`src/rtl/tbase_pkg.sv`:
```
package tbase_pkg;

  // Register addresses on the write port
  localparam logic [1:0] ADDR_PERIOD = 2'd0;
  localparam logic [1:0] ADDR_COARSE = 2'd1;
  localparam logic [1:0] ADDR_FINE   = 2'd2;
  localparam logic [1:0] ADDR_ACK    = 2'd3;

  // Strobes from control to datapath
  typedef struct packed {
    logic tick;       // slow-rate enable
    logic expire;     // repetition period ends, new delay begins
    logic coarseEnd;  // coarse stage finished this cycle
  } tbStrobe_t;

  // Flags from datapath to control
  typedef struct packed {
    logic coarseOne;     // coarse counter at its last step
    logic coarseZero;    // shadow coarse value is zero
    logic fineOne;       // fine counter at its last step
    logic fineShZero;    // shadow fine value is zero
    logic fineWorkZero;  // working fine value is zero
    logic ackReq;        // processor acknowledge write
  } tbStatus_t;

endpackage

```
`src/rtl/tbase_dpath.sv`:
```
module tbase_dpath
  import tbase_pkg::*;
#(
  parameter int DATA_W      = 16,
  parameter int PERIOD_W    = 16,
  parameter int COARSE_W    = 12,
  parameter int FINE_W      = 3,
  parameter int PERIOD_INIT = 875
) (
  input  logic                clk,
  input  logic                rstN,
  input  logic                wrEn,
  input  logic [1:0]          wrAddr,
  input  logic [DATA_W-1:0]   wrData,
  input  tbStrobe_t           strobe,
  output logic [PERIOD_W-1:0] periodVal,
  output tbStatus_t           status
);

  localparam logic [PERIOD_W-1:0] PERIOD_RST = PERIOD_W'(PERIOD_INIT);

  logic [PERIOD_W-1:0] periodSh;
  logic [COARSE_W-1:0] coarseSh;
  logic [FINE_W-1:0]   fineSh;
  logic [FINE_W-1:0]   fineWork;
  logic [COARSE_W-1:0] coarseLeft;
  logic [FINE_W-1:0]   fineLeft;
  logic [FINE_W-1:0]   fineSrc;

  // Shadow registers written by the processor
  always_ff @(posedge clk or negedge rstN) begin
    if (!rstN) begin
      periodSh <= PERIOD_RST;
      coarseSh <= '0;
      fineSh   <= '0;
    end else if (wrEn) begin
      case (wrAddr)
        ADDR_PERIOD: periodSh <= wrData[PERIOD_W-1:0];
        ADDR_COARSE: coarseSh <= wrData[COARSE_W-1:0];
        ADDR_FINE:   fineSh   <= wrData[FINE_W-1:0];
        default:     ;
      endcase
    end
  end

  // Working fine value, captured when a period starts
  always_ff @(posedge clk or negedge rstN) begin
    if (!rstN)              fineWork <= '0;
    else if (strobe.expire) fineWork <= fineSh;
  end

  // A coarse stage of zero ends in the start cycle, before fineWork is loaded
  assign fineSrc = strobe.expire ? fineSh : fineWork;

  // Coarse down-counter, steps on the slow tick
  always_ff @(posedge clk or negedge rstN) begin
    if (!rstN)                                 coarseLeft <= '0;
    else if (strobe.expire)                    coarseLeft <= coarseSh;
    else if (strobe.tick && coarseLeft != '0)  coarseLeft <= coarseLeft - 1'b1;
  end

  // Fine down-counter, steps every master cycle
  always_ff @(posedge clk or negedge rstN) begin
    if (!rstN)                   fineLeft <= '0;
    else if (strobe.coarseEnd)   fineLeft <= fineSrc;
    else if (fineLeft != '0)     fineLeft <= fineLeft - 1'b1;
  end

  assign periodVal           = periodSh;
  assign status.coarseOne    = (coarseLeft == COARSE_W'(1));
  assign status.coarseZero   = (coarseSh == '0);
  assign status.fineOne      = (fineLeft == FINE_W'(1));
  assign status.fineShZero   = (fineSh == '0);
  assign status.fineWorkZero = (fineWork == '0);
  assign status.ackReq       = wrEn && (wrAddr == ADDR_ACK) && wrData[0];

  // the working fine value changes only when a period starts
  a_r7_fine_hold: assert property (@(posedge clk) disable iff (!rstN)
    !strobe.expire |=> $stable(fineWork));

  // once loaded, the fine counter steps down by one every cycle
  a_r5_fine_step: assert property (@(posedge clk) disable iff (!rstN)
    (fineLeft > FINE_W'(1) && !strobe.coarseEnd) |=> fineLeft == $past(fineLeft) - 1'b1);

endmodule

```
`src/rtl/tbase_ctrl.sv`:
```
module tbase_ctrl
  import tbase_pkg::*;
#(
  parameter int DIV      = 8,
  parameter int PERIOD_W = 16
) (
  input  logic                clk,
  input  logic                rstN,
  input  logic [PERIOD_W-1:0] periodVal,
  input  tbStatus_t           status,
  output tbStrobe_t           strobe,
  output logic                drvTrig,
  output logic                irqReq,
  output logic                sampTrig
);

  localparam int DIV_W = (DIV > 1) ? $clog2(DIV) : 1;
  localparam logic [DIV_W-1:0] DIV_LAST = DIV_W'(DIV - 1);

  logic [DIV_W-1:0]    divCnt;
  logic [PERIOD_W-1:0] repCnt;
  logic                coarseActive;
  logic                fineActive;
  logic                tick, expire, coarseEnd, fineEnd, fineZero;

  always_comb begin
    tick      = (divCnt == DIV_LAST);
    expire    = tick && (repCnt == '0);
    coarseEnd = expire ? status.coarseZero
                       : (coarseActive && tick && status.coarseOne);
    fineZero  = expire ? status.fineShZero : status.fineWorkZero;
    fineEnd   = coarseEnd ? fineZero : (fineActive && status.fineOne);
  end

  assign strobe = '{tick: tick, expire: expire, coarseEnd: coarseEnd};

  // Slow tick divider
  always_ff @(posedge clk or negedge rstN) begin
    if (!rstN)              divCnt <= '0;
    else if (divCnt == DIV_LAST) divCnt <= '0;
    else                    divCnt <= divCnt + 1'b1;
  end

  // Repetition counter; zero period behaves as one tick
  always_ff @(posedge clk or negedge rstN) begin
    if (!rstN) repCnt <= '0;
    else if (tick) begin
      if (repCnt == '0) repCnt <= (periodVal == '0) ? '0 : periodVal - 1'b1;
      else              repCnt <= repCnt - 1'b1;
    end
  end

  // Stage activity flags
  always_ff @(posedge clk or negedge rstN) begin
    if (!rstN) begin
      coarseActive <= 1'b0;
      fineActive   <= 1'b0;
    end else begin
      if (expire)         coarseActive <= !status.coarseZero;
      else if (coarseEnd) coarseActive <= 1'b0;
      if (coarseEnd)      fineActive   <= !fineZero;
      else if (fineEnd)   fineActive   <= 1'b0;
    end
  end

  // Registered event outputs
  always_ff @(posedge clk or negedge rstN) begin
    if (!rstN) begin
      drvTrig  <= 1'b0;
      sampTrig <= 1'b0;
      irqReq   <= 1'b0;
    end else begin
      drvTrig  <= expire;
      sampTrig <= fineEnd;
      if (coarseEnd)          irqReq <= 1'b1;
      else if (status.ackReq) irqReq <= 1'b0;
    end
  end

  // a driver pulse always follows a slow tick
  a_r2_drv_on_tick: assert property (@(posedge clk) disable iff (!rstN)
    drvTrig |-> $past(tick));

  // driver pulse is one cycle wide
  a_r3_drv_single: assert property (@(posedge clk) disable iff (!rstN)
    drvTrig |=> !drvTrig);

  // sampler pulse is one cycle wide
  a_r9_samp_single: assert property (@(posedge clk) disable iff (!rstN)
    sampTrig |=> !sampTrig);

  // end of coarse stage raises the request
  a_r4_irq_on_coarse_end: assert property (@(posedge clk) disable iff (!rstN)
    coarseEnd |=> irqReq);

  // request holds until acknowledged
  a_r8_irq_sticky: assert property (@(posedge clk) disable iff (!rstN)
    (irqReq && !status.ackReq) |=> irqReq);

  // zero coarse value raises the request together with the driver pulse
  a_r6_zero_coarse: assert property (@(posedge clk) disable iff (!rstN)
    (expire && status.coarseZero) |=> (irqReq && drvTrig));

endmodule

```
`src/rtl/sample_delay_timebase.sv`:
```
module sample_delay_timebase
  import tbase_pkg::*;
#(
  parameter int DIV         = 8,
  parameter int DATA_W      = 16,
  parameter int PERIOD_W    = 16,
  parameter int COARSE_W    = 12,
  parameter int FINE_W      = 3,
  parameter int PERIOD_INIT = 875
) (
  input  logic              clk,
  input  logic              rstN,
  input  logic              wrEn,
  input  logic [1:0]        wrAddr,
  input  logic [DATA_W-1:0] wrData,
  output logic              drvTrig,
  output logic              irqReq,
  output logic              sampTrig
);

  tbStrobe_t           strobe;
  tbStatus_t           status;
  logic [PERIOD_W-1:0] periodVal;

  tbase_ctrl #(
    .DIV      (DIV),
    .PERIOD_W (PERIOD_W)
  ) ctrl_i (
    .clk       (clk),
    .rstN      (rstN),
    .periodVal (periodVal),
    .status    (status),
    .strobe    (strobe),
    .drvTrig   (drvTrig),
    .irqReq    (irqReq),
    .sampTrig  (sampTrig)
  );

  tbase_dpath #(
    .DATA_W      (DATA_W),
    .PERIOD_W    (PERIOD_W),
    .COARSE_W    (COARSE_W),
    .FINE_W      (FINE_W),
    .PERIOD_INIT (PERIOD_INIT)
  ) dpath_i (
    .clk       (clk),
    .rstN      (rstN),
    .wrEn      (wrEn),
    .wrAddr    (wrAddr),
    .wrData    (wrData),
    .strobe    (strobe),
    .periodVal (periodVal),
    .status    (status)
  );

endmodule

```
`config.mk`:
```
export PLATFORM = sky130hd
export DESIGN_NAME = sample_delay_timebase
export DESIGN_NICKNAME = d
export VERILOG_FILES = /design/src/rtl/tbase_pkg.sv /design/src/rtl/tbase_dpath.sv /design/src/rtl/tbase_ctrl.sv /design/src/rtl/sample_delay_timebase.sv
export SDC_FILE = /design/constraint.sdc
export NUM_CORES = 1
export LEC_CHECK = 0
export ABC_AREA = 1
export BUFFER_PORTS_ARGS = -buffer_cell sky130_fd_sc_hd__buf_2
export CORE_MARGIN = 3
export CORE_UTILIZATION = 50
export CTS_CLUSTER_DIAMETER = 60
export DETAILED_ROUTE_END_ITERATION = 8
export PLACE_DENSITY = 0.69
export SETUP_SLACK_MARGIN = 0.5
export SKIP_LAST_GASP = 1
export SLEW_MARGIN = 20
export SYNTH_ARGS = -nofsm -noshare
export SYNTH_HDL_FRONTEND = slang
export SYNTH_HIERARCHICAL = 1
export SYNTH_SLANG_ARGS = --single-unit
```
`constraint.sdc`:
```
create_clock -name clk -period 3.8 [get_ports clk]
set_input_delay 0.57 -clock clk [delete_from_list [all_inputs] [get_ports clk]]
set_output_delay 0.57 -clock clk [all_outputs]
set_load 0.05 [all_outputs]
```
==> results.cfg, run 1 <==
[clocking]
cts_buffers = 9
ctsHoldBuffers = 0
clockBufferDepth = 2
cts_tree = done
insertion_delay_ns = 0.34
cts_sinks = 73
h-tree-depth = 3
cts.clk_slew.worst_paths_ns = 0.08
cts_setup_buffers = 0
post_cts_resized = 0
cts_root_buffer = clkbuf_8

[critical_path]
cp_cell_sequence = ha_1, ha_1, clkinv_1, nor2_1, buf_4, inv_1, nand2_4, inv_1, nand2_1, nand2_1
crit_type = reg2reg
start_kind = register
critPathBufInv = 4
cp.arrival_ns = 2.71
slowest_delay_ns = 0.45
crit_family = buffers and inverters
cp_slowest_cell = clkinv_1
crit_fanout = 20
endpoint_kind = register
worstPathRequired_ns = 4.03

[logic_synthesis]
synth-warning-count = 6
async_flop_share_pct = 100
yosysTopAreaCellShare_pct = 35.8
synth_cells = 624
synth_area_mm2 = 0.00461
yosysMostFrequentCell = nand2_1
synth_edf_count = 0
synth_cell_type_count = 39
synthTopCellsByCount = 194 x nand2_1, 71 x nor2_1, 69 x inv_1, 66 x dfrtp_1, 43 x nand3_1
yosys.area.top_type = dfrtp_1
synth_area_leaders = dfrtp_1 36%, nand2_1 16%, nor2_1 5.8%
synth_flop_cell = dfrtp_1
synth.ff_latch_count = 73
synth_seq_area_share_pct = 39.8
synth_area_per_cell_um2 = 7.38
syn_nets = 656

[layout]
layout-drive-gt1-share_pct = 16.6
antennaDiodeCount = 0
final_cells = 759
final_nets = 678
area_growth_pct = 9.15

[route]
detail_route.first_pass.iterations = 5
vias_per_cell = 5.13
finalWirelength_mm = 9.98
drc = 0
postRouteAntennaNets = 0
first_iter_violations = 240
num_vias = 3891
routedWlPerCell_um = 13.2

[timing]
hold_viol = 0
fmax_mhz = 404
fin_skew_ns = 0.0109
fin_crit_sh_pct = 65.1
tightest_slew_ns = 0.908
drv_slew = 0
setup_tns_ns = 0
rsz0062_at_grt = false
whs_ns = 0.338
relSlewSlack_pct = 39.4
setup_slack_ns = 1.33
min_period_ns = 2.47
finalSetupViolCount = 0

[floorplan]
start_util_pct = 52.1
die_width_um = 102
core_mm2 = 0.00885
num_rows = 34
ios = 24
die_h_um = 102
dieArea_mm2 = 0.0104

[power]
fin_total_pwr_mw = 2.92
p_leak_nw = 2.49
p_per_area_mw_per_mm2 = 581
ir_worst_vdd_mv = 0.298

[worst_hold_path]
hp-class = in2async

[placement]
dp_hpwl_mm = 7.53
gp_congestion = 0.898
io_buffers = 23
placed_cells_incl_taps = 743
place_ws_ns = 1.39

[grt]
grt_max_degree = 74
globalRouteOverflowTotal = 0
grt_pass1_vias = 3575
grt_pass1_wl_mm = 17.1
antenna_found_initial = 0
grtUsageTotal_pct = 20.7

[status]
outcome = finished clean

[run]
max_cap_viol_count = 0
[power by group]
part           internal [mW]  switching [mW]  leakage, nW
Clock                  0.436           0.300        0.115
Sequential             0.981           0.225        0.890
Combinational          0.374           0.604         1.48
Total                   1.79            1.13         2.49
[layer usage]
layer / vias to the layer above / wire, µm / track usage [%]
li1: 2004 / - / -
met1: 1795 / 5080 / 31.9
met2: 81 / 4390 / 30.5
met3: 11 / 406 / 2.59
met4: 0 / 110 / 5.85
met5: - / 0 / 0
[sequential cells by signal, summed over array words and instances, names as in the netlist]
| name | count |
|---|---|
| dpath_i/fineSh | 3 |
| dpath_i/fineLeft | 3 |
| ctrl_i/fineActive | 1 |
| ctrl_i/repCnt | 16 |
| ctrl_i/divCnt | 3 |
| ctrl_i/irqReq | 1 |
| dpath_i/coarseSh | 12 |
| ctrl_i/drvTrig | 1 |
| ctrl_i/coarseActive | 1 |
| ctrl_i/sampTrig | 1 |
| dpath_i/periodVal | 16 |
| dpath_i/coarseLeft | 12 |
| dpath_i/fineWork | 3 |
[stage by stage]
stage / util [%] / cell area [µm²]
6_report: 56.8 / 5030
5_1_grt: 56.8 / 5030
4_1_cts: 56.8 / 5030
3_5_place_dp: 54.1 / 4790
3_3_place_gp: 54.1 / 4790
2_1_floorplan: - / 4610
[final timing paths]
check                      depth (start not counted)                           endpoint                       start  slack, ns
setup / recovery                                  10  dpath_i/coarseLeft[6]$_DFFE_PN0P_  ctrl_i/divCnt[0]$_DFF_PN0_       1.33
hold / removal                                     1  dpath_i/coarseLeft[5]$_DFFE_PN0P_                        rstN       0.34
setup reg to reg                                  10  dpath_i/coarseLeft[6]$_DFFE_PN0P_  ctrl_i/divCnt[0]$_DFF_PN0_       1.33
hold reg to reg                                    1         ctrl_i/divCnt[0]$_DFF_PN0_  ctrl_i/divCnt[0]$_DFF_PN0_       0.43
max in group asynchronous                          1  dpath_i/periodVal[13]$_DFFE_PN0P_                        rstN       2.85
min in group clk                                   1         ctrl_i/divCnt[0]$_DFF_PN0_  ctrl_i/divCnt[0]$_DFF_PN0_       0.43
[cells by family after synthesis]
group	after synthesis	synth area share, %
buffers and inverters	88	7.96
XOR/XNOR	16	3.04
adder cells (fa/ha/maj)	11	2.99
AO/OA/AOI/OAI	65	8.61
multiplexers	4	0.977
AND/OR/NAND/NOR	367	36.6
flip-flops	73	39.8
[cells in the final DEF (no fill, tap or decap), drive strengths merged, types with 2 or more instances in the layout]
cell	n
xor2	14
nand2	210
bufinv	3
ha	11
o21bai	3
a21oi	13
dfstp	7
nor2	91
o211ai	3
dfrtp	66
nand4	5
nand3	48
inv	73
clkinvlp	2
clkinv	3
o21ai	40
nor4	4
nor3	4
a22oi	4
mux2	4
nand3b	3
buf	25
xnor2	2
clkbuf	9
[final cells by class]
class,count,area [µm²]
well taps,108,135
clock buffers,9,124
fillers,848,3820
repair buffers,25,133
inverters,74,278
multi-input cells,463,2410
clock inverters,7,119
flip-flops and latches,73,1840
Note: power is estimated with default switching activity, not from simulation.
==> run 2: changes to the inputs <==
==> constraint.sdc (replaced) <==
create_clock -name clk -period 2.6 [get_ports clk]
set_input_delay 0.39 -clock clk [delete_from_list [all_inputs] [get_ports clk]]
set_output_delay 0.39 -clock clk [all_outputs]
set_load 0.05 [all_outputs]
==> results.cfg, run 2 (synthesis results as in run 1) <==
[route]
detail_route.first_pass.iterations = 5
drc = 0
finalWirelength_mm = 10.4
num_vias = 3998
first_iter_violations = 231
vias_per_cell = 5.26
routedWlPerCell_um = 13.7
postRouteAntennaNets = 0

[floorplan]
die_h_um = 102
core_mm2 = 0.00885
start_util_pct = 52.1
die_width_um = 102
num_rows = 34
ios = 24
dieArea_mm2 = 0.0104

[timing]
finalSetupViolCount = 0
drv_slew = 0
setup_tns_ns = 0
tightest_slew_ns = 0.914
fin_crit_sh_pct = 74.1
fmax_mhz = 519
min_period_ns = 1.93
hold_viol = 0
rsz0062_at_grt = false
whs_ns = 0.184
fin_skew_ns = 0.00986
relSlewSlack_pct = 39.1

[power]
swShare_pct = 41.5
p_per_area_mw_per_mm2 = 798
p_switching_mw = 1.65
internal_power_mw = 2.33
ir_worst_vdd_mv = 0.365
combPwrFrac_pct = 36.5
p_clk_share_pct = 19.3
p_leak_nw = 2.45
sequentialPowerShare_pct = 44.2

[worst_hold_path]
hp-class = in2async

[clocking]
insertion_delay_ns = 0.34
clockBufferDepth = 2
ctsHoldBuffers = 0
cts_buffers = 9
cts_setup_buffers = 0
cts_root_buffer = clkbuf_8
h-tree-depth = 3
cts_tree = done
cts.clk_slew.worst_paths_ns = 0.08
cts_sinks = 73

[layout]
final_common_cell = nand2_1
fin_area_mm2 = 0.00499
final_nets = 679
mostFrequentLayoutCells = 194 x nand2_1, 69 x nor2_1, 67 x inv_1, 66 x dfrtp_1, 43 x nand3_1
antennaDiodeCount = 0
final_cells = 760
fin_util_pct = 56.4
area_growth_pct = 8.36
layout-drive-gt1-share_pct = 17.5

[grt]
grt_pass1_wl_mm = 17.7
grtUsageTotal_pct = 21.4
antenna_found_initial = 0
grt_max_degree = 74
globalRouteOverflowTotal = 0
grt_pass1_vias = 3712

[critical_path]
cp.arrival_ns = 2.14
crit_type = reg2reg
start_kind = register
endpoint_kind = register
worstPathRequired_ns = 2.81
crit_fanout = 9

[placement]
gp_congestion = 0.893
placed_cells_incl_taps = 744
dp_hpwl_mm = 7.69
placed_area_mm2 = 0.00479
io_buffers = 23

[status]
outcome = finished clean

[run]
max_cap_viol_count = 0
run 2: final timing paths:
| path | start | to | slack, ns | cells after the start |
|---|---|---|---|---|
| max in group asynchronous | rstN | dpath_i/periodVal[7]$_DFFE_PN0P_ | 1.82 | 1 |
| worst max-delay path | dpath_i/coarseLeft[1]$_DFFE_PN0P_ | dpath_i/fineLeft[0]$_DFFE_PN0P_ | 0.67 | 11 |
| worst min register to register | ctrl_i/divCnt[0]$_DFF_PN0_ | ctrl_i/divCnt[0]$_DFF_PN0_ | 0.44 | 1 |
| worst min-delay path | rstN | dpath_i/coarseLeft[5]$_DFFE_PN0P_ | 0.18 | 1 |
| min in group clk | wrData[15] | dpath_i/periodVal[15]$_DFFE_PN0P_ | 0.28 | 2 |
| worst max register to register | dpath_i/coarseLeft[1]$_DFFE_PN0P_ | dpath_i/fineLeft[0]$_DFFE_PN0P_ | 0.67 | 11 |
run 2: repair_timing:
item	CTS	global route
endpoints found under the setup margin	5	14
gates resized for setup	1	9
pin swaps	0	2
gates cloned	0	0
run 2: metal layers:
| metal | GRT usage (%) | share of wire [%] | vias up |
|---|---|---|---|
| li1 | - | - | 2013 |
| met1 | 32.0 | 49 | 1895 |
| met2 | 32.4 | 46 | 82 |
| met3 | 2.87 | 4.1 | 8 |
| met4 | 6.46 | 0.92 | 0 |
| met5 | 0 | 0 | - |
run 2: critical path: stages (launching register included):
cell and delay, ns:
dfrtp_1 0.38, inv_1 0.13, ha_1 0.17, nand2_1 0.05, nor4_1 0.31, nand2_1 0.10, nor2_1 0.16, nand2_2 0.12
nand2_4 0.13, nor2_1 0.06, inv_1 0.08, o211ai_1 0.09
run 2: final cells by class:
| class | count | area [µm²] |
|---|---|---|
| fillers | 829 | 3850 |
| repair buffers | 26 | 144 |
| well taps | 108 | 135 |
| inverters | 74 | 278 |
| multi-input cells | 463 | 2440 |
| clock buffers | 11 | 131 |
| clock inverters | 5 | 32.5 |
| flip-flops and latches | 73 | 1840 |
run 2: through the flow:
step | setup slack [ns] | total power, mW
floorplan | 0.608 | 2.87
global placement | 0.455 | 3.15
detailed placement | 0.411 | 3.21
CTS | 0.561 | 4.00
global route | 0.510 | 4.34
finish | 0.673 | 3.98
run 2: power by group through the flow:
| stage | registers (mW) | clock network (mW) | logic, mW |
|---|---|---|---|
| after floorplan | 1.69 | 0 | 1.17 |
| after global placement | 1.76 | 0 | 1.39 |
| after detailed placement | 1.77 | 0 | 1.43 |
| after CTS | 1.75 | 0.801 | 1.44 |
| after global routing | 1.81 | 0.839 | 1.69 |
| final | 1.76 | 0.768 | 1.46 |
==> run 3: changes to the inputs <==
--- a/config.mk
+++ b/config.mk
@@ -5,13 +5,13 @@
 export SDC_FILE = /design/constraint.sdc
 export NUM_CORES = 1
 export LEC_CHECK = 0
-export ABC_AREA = 1
+export ABC_AREA = 0
 export BUFFER_PORTS_ARGS = -buffer_cell sky130_fd_sc_hd__buf_2
 export CORE_MARGIN = 3
 export CORE_UTILIZATION = 50
 export CTS_CLUSTER_DIAMETER = 60
 export DETAILED_ROUTE_END_ITERATION = 8
-export PLACE_DENSITY = 0.69
+export PLACE_DENSITY = 0.7
 export SETUP_SLACK_MARGIN = 0.5
 export SKIP_LAST_GASP = 1
 export SLEW_MARGIN = 20
==> constraint.sdc (replaced) <==
create_clock -name clk -period 1.81 [get_ports clk]
set_input_delay 0.2715 -clock clk [delete_from_list [all_inputs] [get_ports clk]]
set_output_delay 0.2715 -clock clk [all_outputs]
set_load 0.05 [all_outputs]
==> results.cfg, run 3 <==
[logic_synthesis]
yosys.area.top_type = dfrtp_1
yosysTopAreaCellShare_pct = 41.7
synth_edf_count = 0
synthTopCellsByCount = 66 x dfrtp_1, 37 x mux2_2, 34 x nor2_1, 25 x nand2_1
syn_nets = 415
async_flop_share_pct = 100
synth_area_per_cell_um2 = 10.3
synth_flop_cell = dfrtp_1
synth-warning-count = 6
synth_cells = 383
yosysMostFrequentCell = dfrtp_1
synth_seq_area_share_pct = 46.3
synth.ff_latch_count = 73
synth_area_mm2 = 0.00396
synth_cell_type_count = 59
synth_area_leaders = dfrtp_1 42%, mux2_2 11%, dfstp_2 4.6%

[run]
max_cap_viol_count = 0

[floorplan]
die_width_um = 95.0
dieArea_mm2 = 0.00903
core_mm2 = 0.00749
die_h_um = 95.0
ios = 24
num_rows = 31
start_util_pct = 53.0

[placement]
io_buffers = 23
gp_congestion = 0.880
dp_hpwl_mm = 7.40
placed_area_mm2 = 0.00492
place_ws_ns = -0.462

[timing]
hold_viol = 0
rsz0062_at_grt = true
fmax_mhz = 419
setup_tns_ns = -14.01
min_period_ns = 2.39
tightest_slew_ns = 0.588
fin_skew_ns = 0.00973
drv_slew = 0
fin_crit_sh_pct = 132
relSlewSlack_pct = 60.7
setup_slack_ns = -0.578
finalSetupViolCount = 39

[clocking]
cts_tree = done
cts_buffers = 9
cts.clk_slew.worst_paths_ns = 0.08
clockBufferDepth = 2
insertion_delay_ns = 0.35
cts_root_buffer = clkbuf_8
cts_sinks = 73
h-tree-depth = 3

[critical_path]
cp_cell_sequence = or4_4, buf_6, nor4_4, buf_6, buf_6, buf_6, nor2_2, mux2i_1, o21ai_1
worstPathRequired_ns = 2.03
crit_type = reg2reg
timing.rr.end = ctrl_i/repCnt[13]$_DFFE_PN0N_
crit_top_cell = buf_6
r2r-start = ctrl_i/repCnt[9]$_DFFE_PN0N_
endpoint = ctrl_i/repCnt[13]$_DFFE_PN0N_
worst-r2r-cell-count = 9
critPathLaunch = ctrl_i/repCnt[9]$_DFFE_PN0N_
crit_cells = 9
crit_family = simple AND/OR/NAND/NOR gates
crit_fanout = 7
slowest_delay_ns = 0.56
cp_slowest_cell = or4_4
critPathBufInv = 4
start_kind = register
cp.arrival_ns = 2.61
r2r_slack_ns = -0.58
endpoint_kind = register

[layout]
area_growth_pct = 44.1
antennaDiodeCount = 0
mostFrequentLayoutCells = 79 x buf_4, 66 x dfrtp_1, 32 x mux2_2, 27 x nor2_1, 25 x buf_6
layout-drive-gt1-share_pct = 50.9
final_common_cell = buf_4
fin_area_mm2 = 0.00571
final_nets = 542

[route]
routedWlPerCell_um = 19.3
first_iter_violations = 361
detail_route.first_pass.iterations = 5
drc = 0
postRouteAntennaNets = 0
finalWirelength_mm = 11.9
vias_per_cell = 5.97
num_vias = 3667

[power]
p_leak_nw = 2.46
p_clk_share_pct = 23.4
p_per_area_mw_per_mm2 = 1070
sequentialPowerShare_pct = 39.3
combPwrFrac_pct = 37.3
p_switching_mw = 2.14
ir_worst_vdd_mv = 0.787
internal_power_mw = 3.97
swShare_pct = 35.0
fin_total_pwr_mw = 6.11

[grt]
grt_pass1_vias = 3608
globalRouteOverflowTotal = 0
grtUsageTotal_pct = 25.6
grt_max_degree = 44
grt_pass1_wl_mm = 17.7
antenna_found_initial = 0

[status]
violations = setup timing
outcome = finished with violations

[worst_hold_path]
hp-class = in2reg
run 3: cell families (layout without fill, tap and decap cells):
kind of cell	count (synthesis)	after routing	share of synthesized area [%]
xor+xnor	12	12	2.65
buf+inv	32	164	3.76
compound gates	63	63	10.3
simple gates	148	148	21.2
mux	44	44	12.3
flops	73	73	46.3
fa+ha+maj	11	11	3.47
run 3: worst min path at each step:
| stage | end | cells after the start | slack (ns) | start |
|---|---|---|---|---|
| after global routing | dpath_i/periodVal[13]$_DFFE_PN0P_ | 2 | 0.16 | wrData[13] |
| final | dpath_i/periodVal[15]$_DFFE_PN0P_ | 2 | 0.17 | wrData[15] |
| after global placement | dpath_i/coarseLeft[11]$_DFFE_PN0P_ | 1 | 0.11 | rstN |
| after CTS | dpath_i/periodVal[15]$_DFFE_PN0P_ | 2 | 0.16 | wrData[15] |
| after floorplan | ctrl_i/coarseActive$_DFFE_PN0P_ | 0 | -0.02 | rstN |
| after detailed placement | dpath_i/coarseLeft[11]$_DFFE_PN0P_ | 1 | 0.11 | rstN |
run 3: worst reg2reg max path, cell delays in order, from the launching register on:
cell and delay, ns:
dfrtp_1 0.40, or4_4 0.56, buf_6 0.15, nor4_4 0.35
buf_6 0.21, buf_6 0.12, buf_6 0.11, nor2_2 0.03
mux2i_1 0.23, o21ai_1 0.12
run 3: layout make-up:
cell class / instances / area (µm²)
fill: 441 / 1770
inverter: 17 / 71.3
multi-input combinational: 278 / 2400
clock inverter: 6 / 91.3
sequential: 73 / 1840
clock buffer: 10 / 128
tap: 99 / 124
timing repair buffer: 131 / 1070
run 3: repair_timing:
action,4_1_cts,5_1_grt
hold buffers,1,0
endpoints found under the hold margin,40,0
cloned,1,0
endpoints found under the setup margin,39,39
buffers inserted,13,8
pin swaps,21,16
gates resized for setup,48,38
run 3: per-layer routing:
layer | share of wire (%) | track usage [%] | vias up
met2 | 47 | 40.8 | 175
met1 | 43 | 34.8 | 1792
li1 | - | - | 1660
met3 | 5.7 | 5.37 | 40
met5 | 0 | 0 | -
met4 | 3.5 | 9.25 | 0
run 3: power by group through the flow:
stage	logic (mW)	clock network, mW	registers [mW]
after floorplan	1.04	0	2.38
after global placement	1.87	0	2.37
after detailed placement	1.94	0	2.39
after CTS	2.07	1.45	2.37
after global routing	2.46	1.52	2.45
final	2.28	1.43	2.40
run 3: per-stage QoR:
step	std cells	utilization [%]	hold slack, ns
global route	614	76.3	0.164
CTS	606	73.1	0.158
finish	614	76.3	0.170
global placement	575	65.8	0.106
floorplan	383	-	-0.0241
detailed placement	575	65.8	0.105
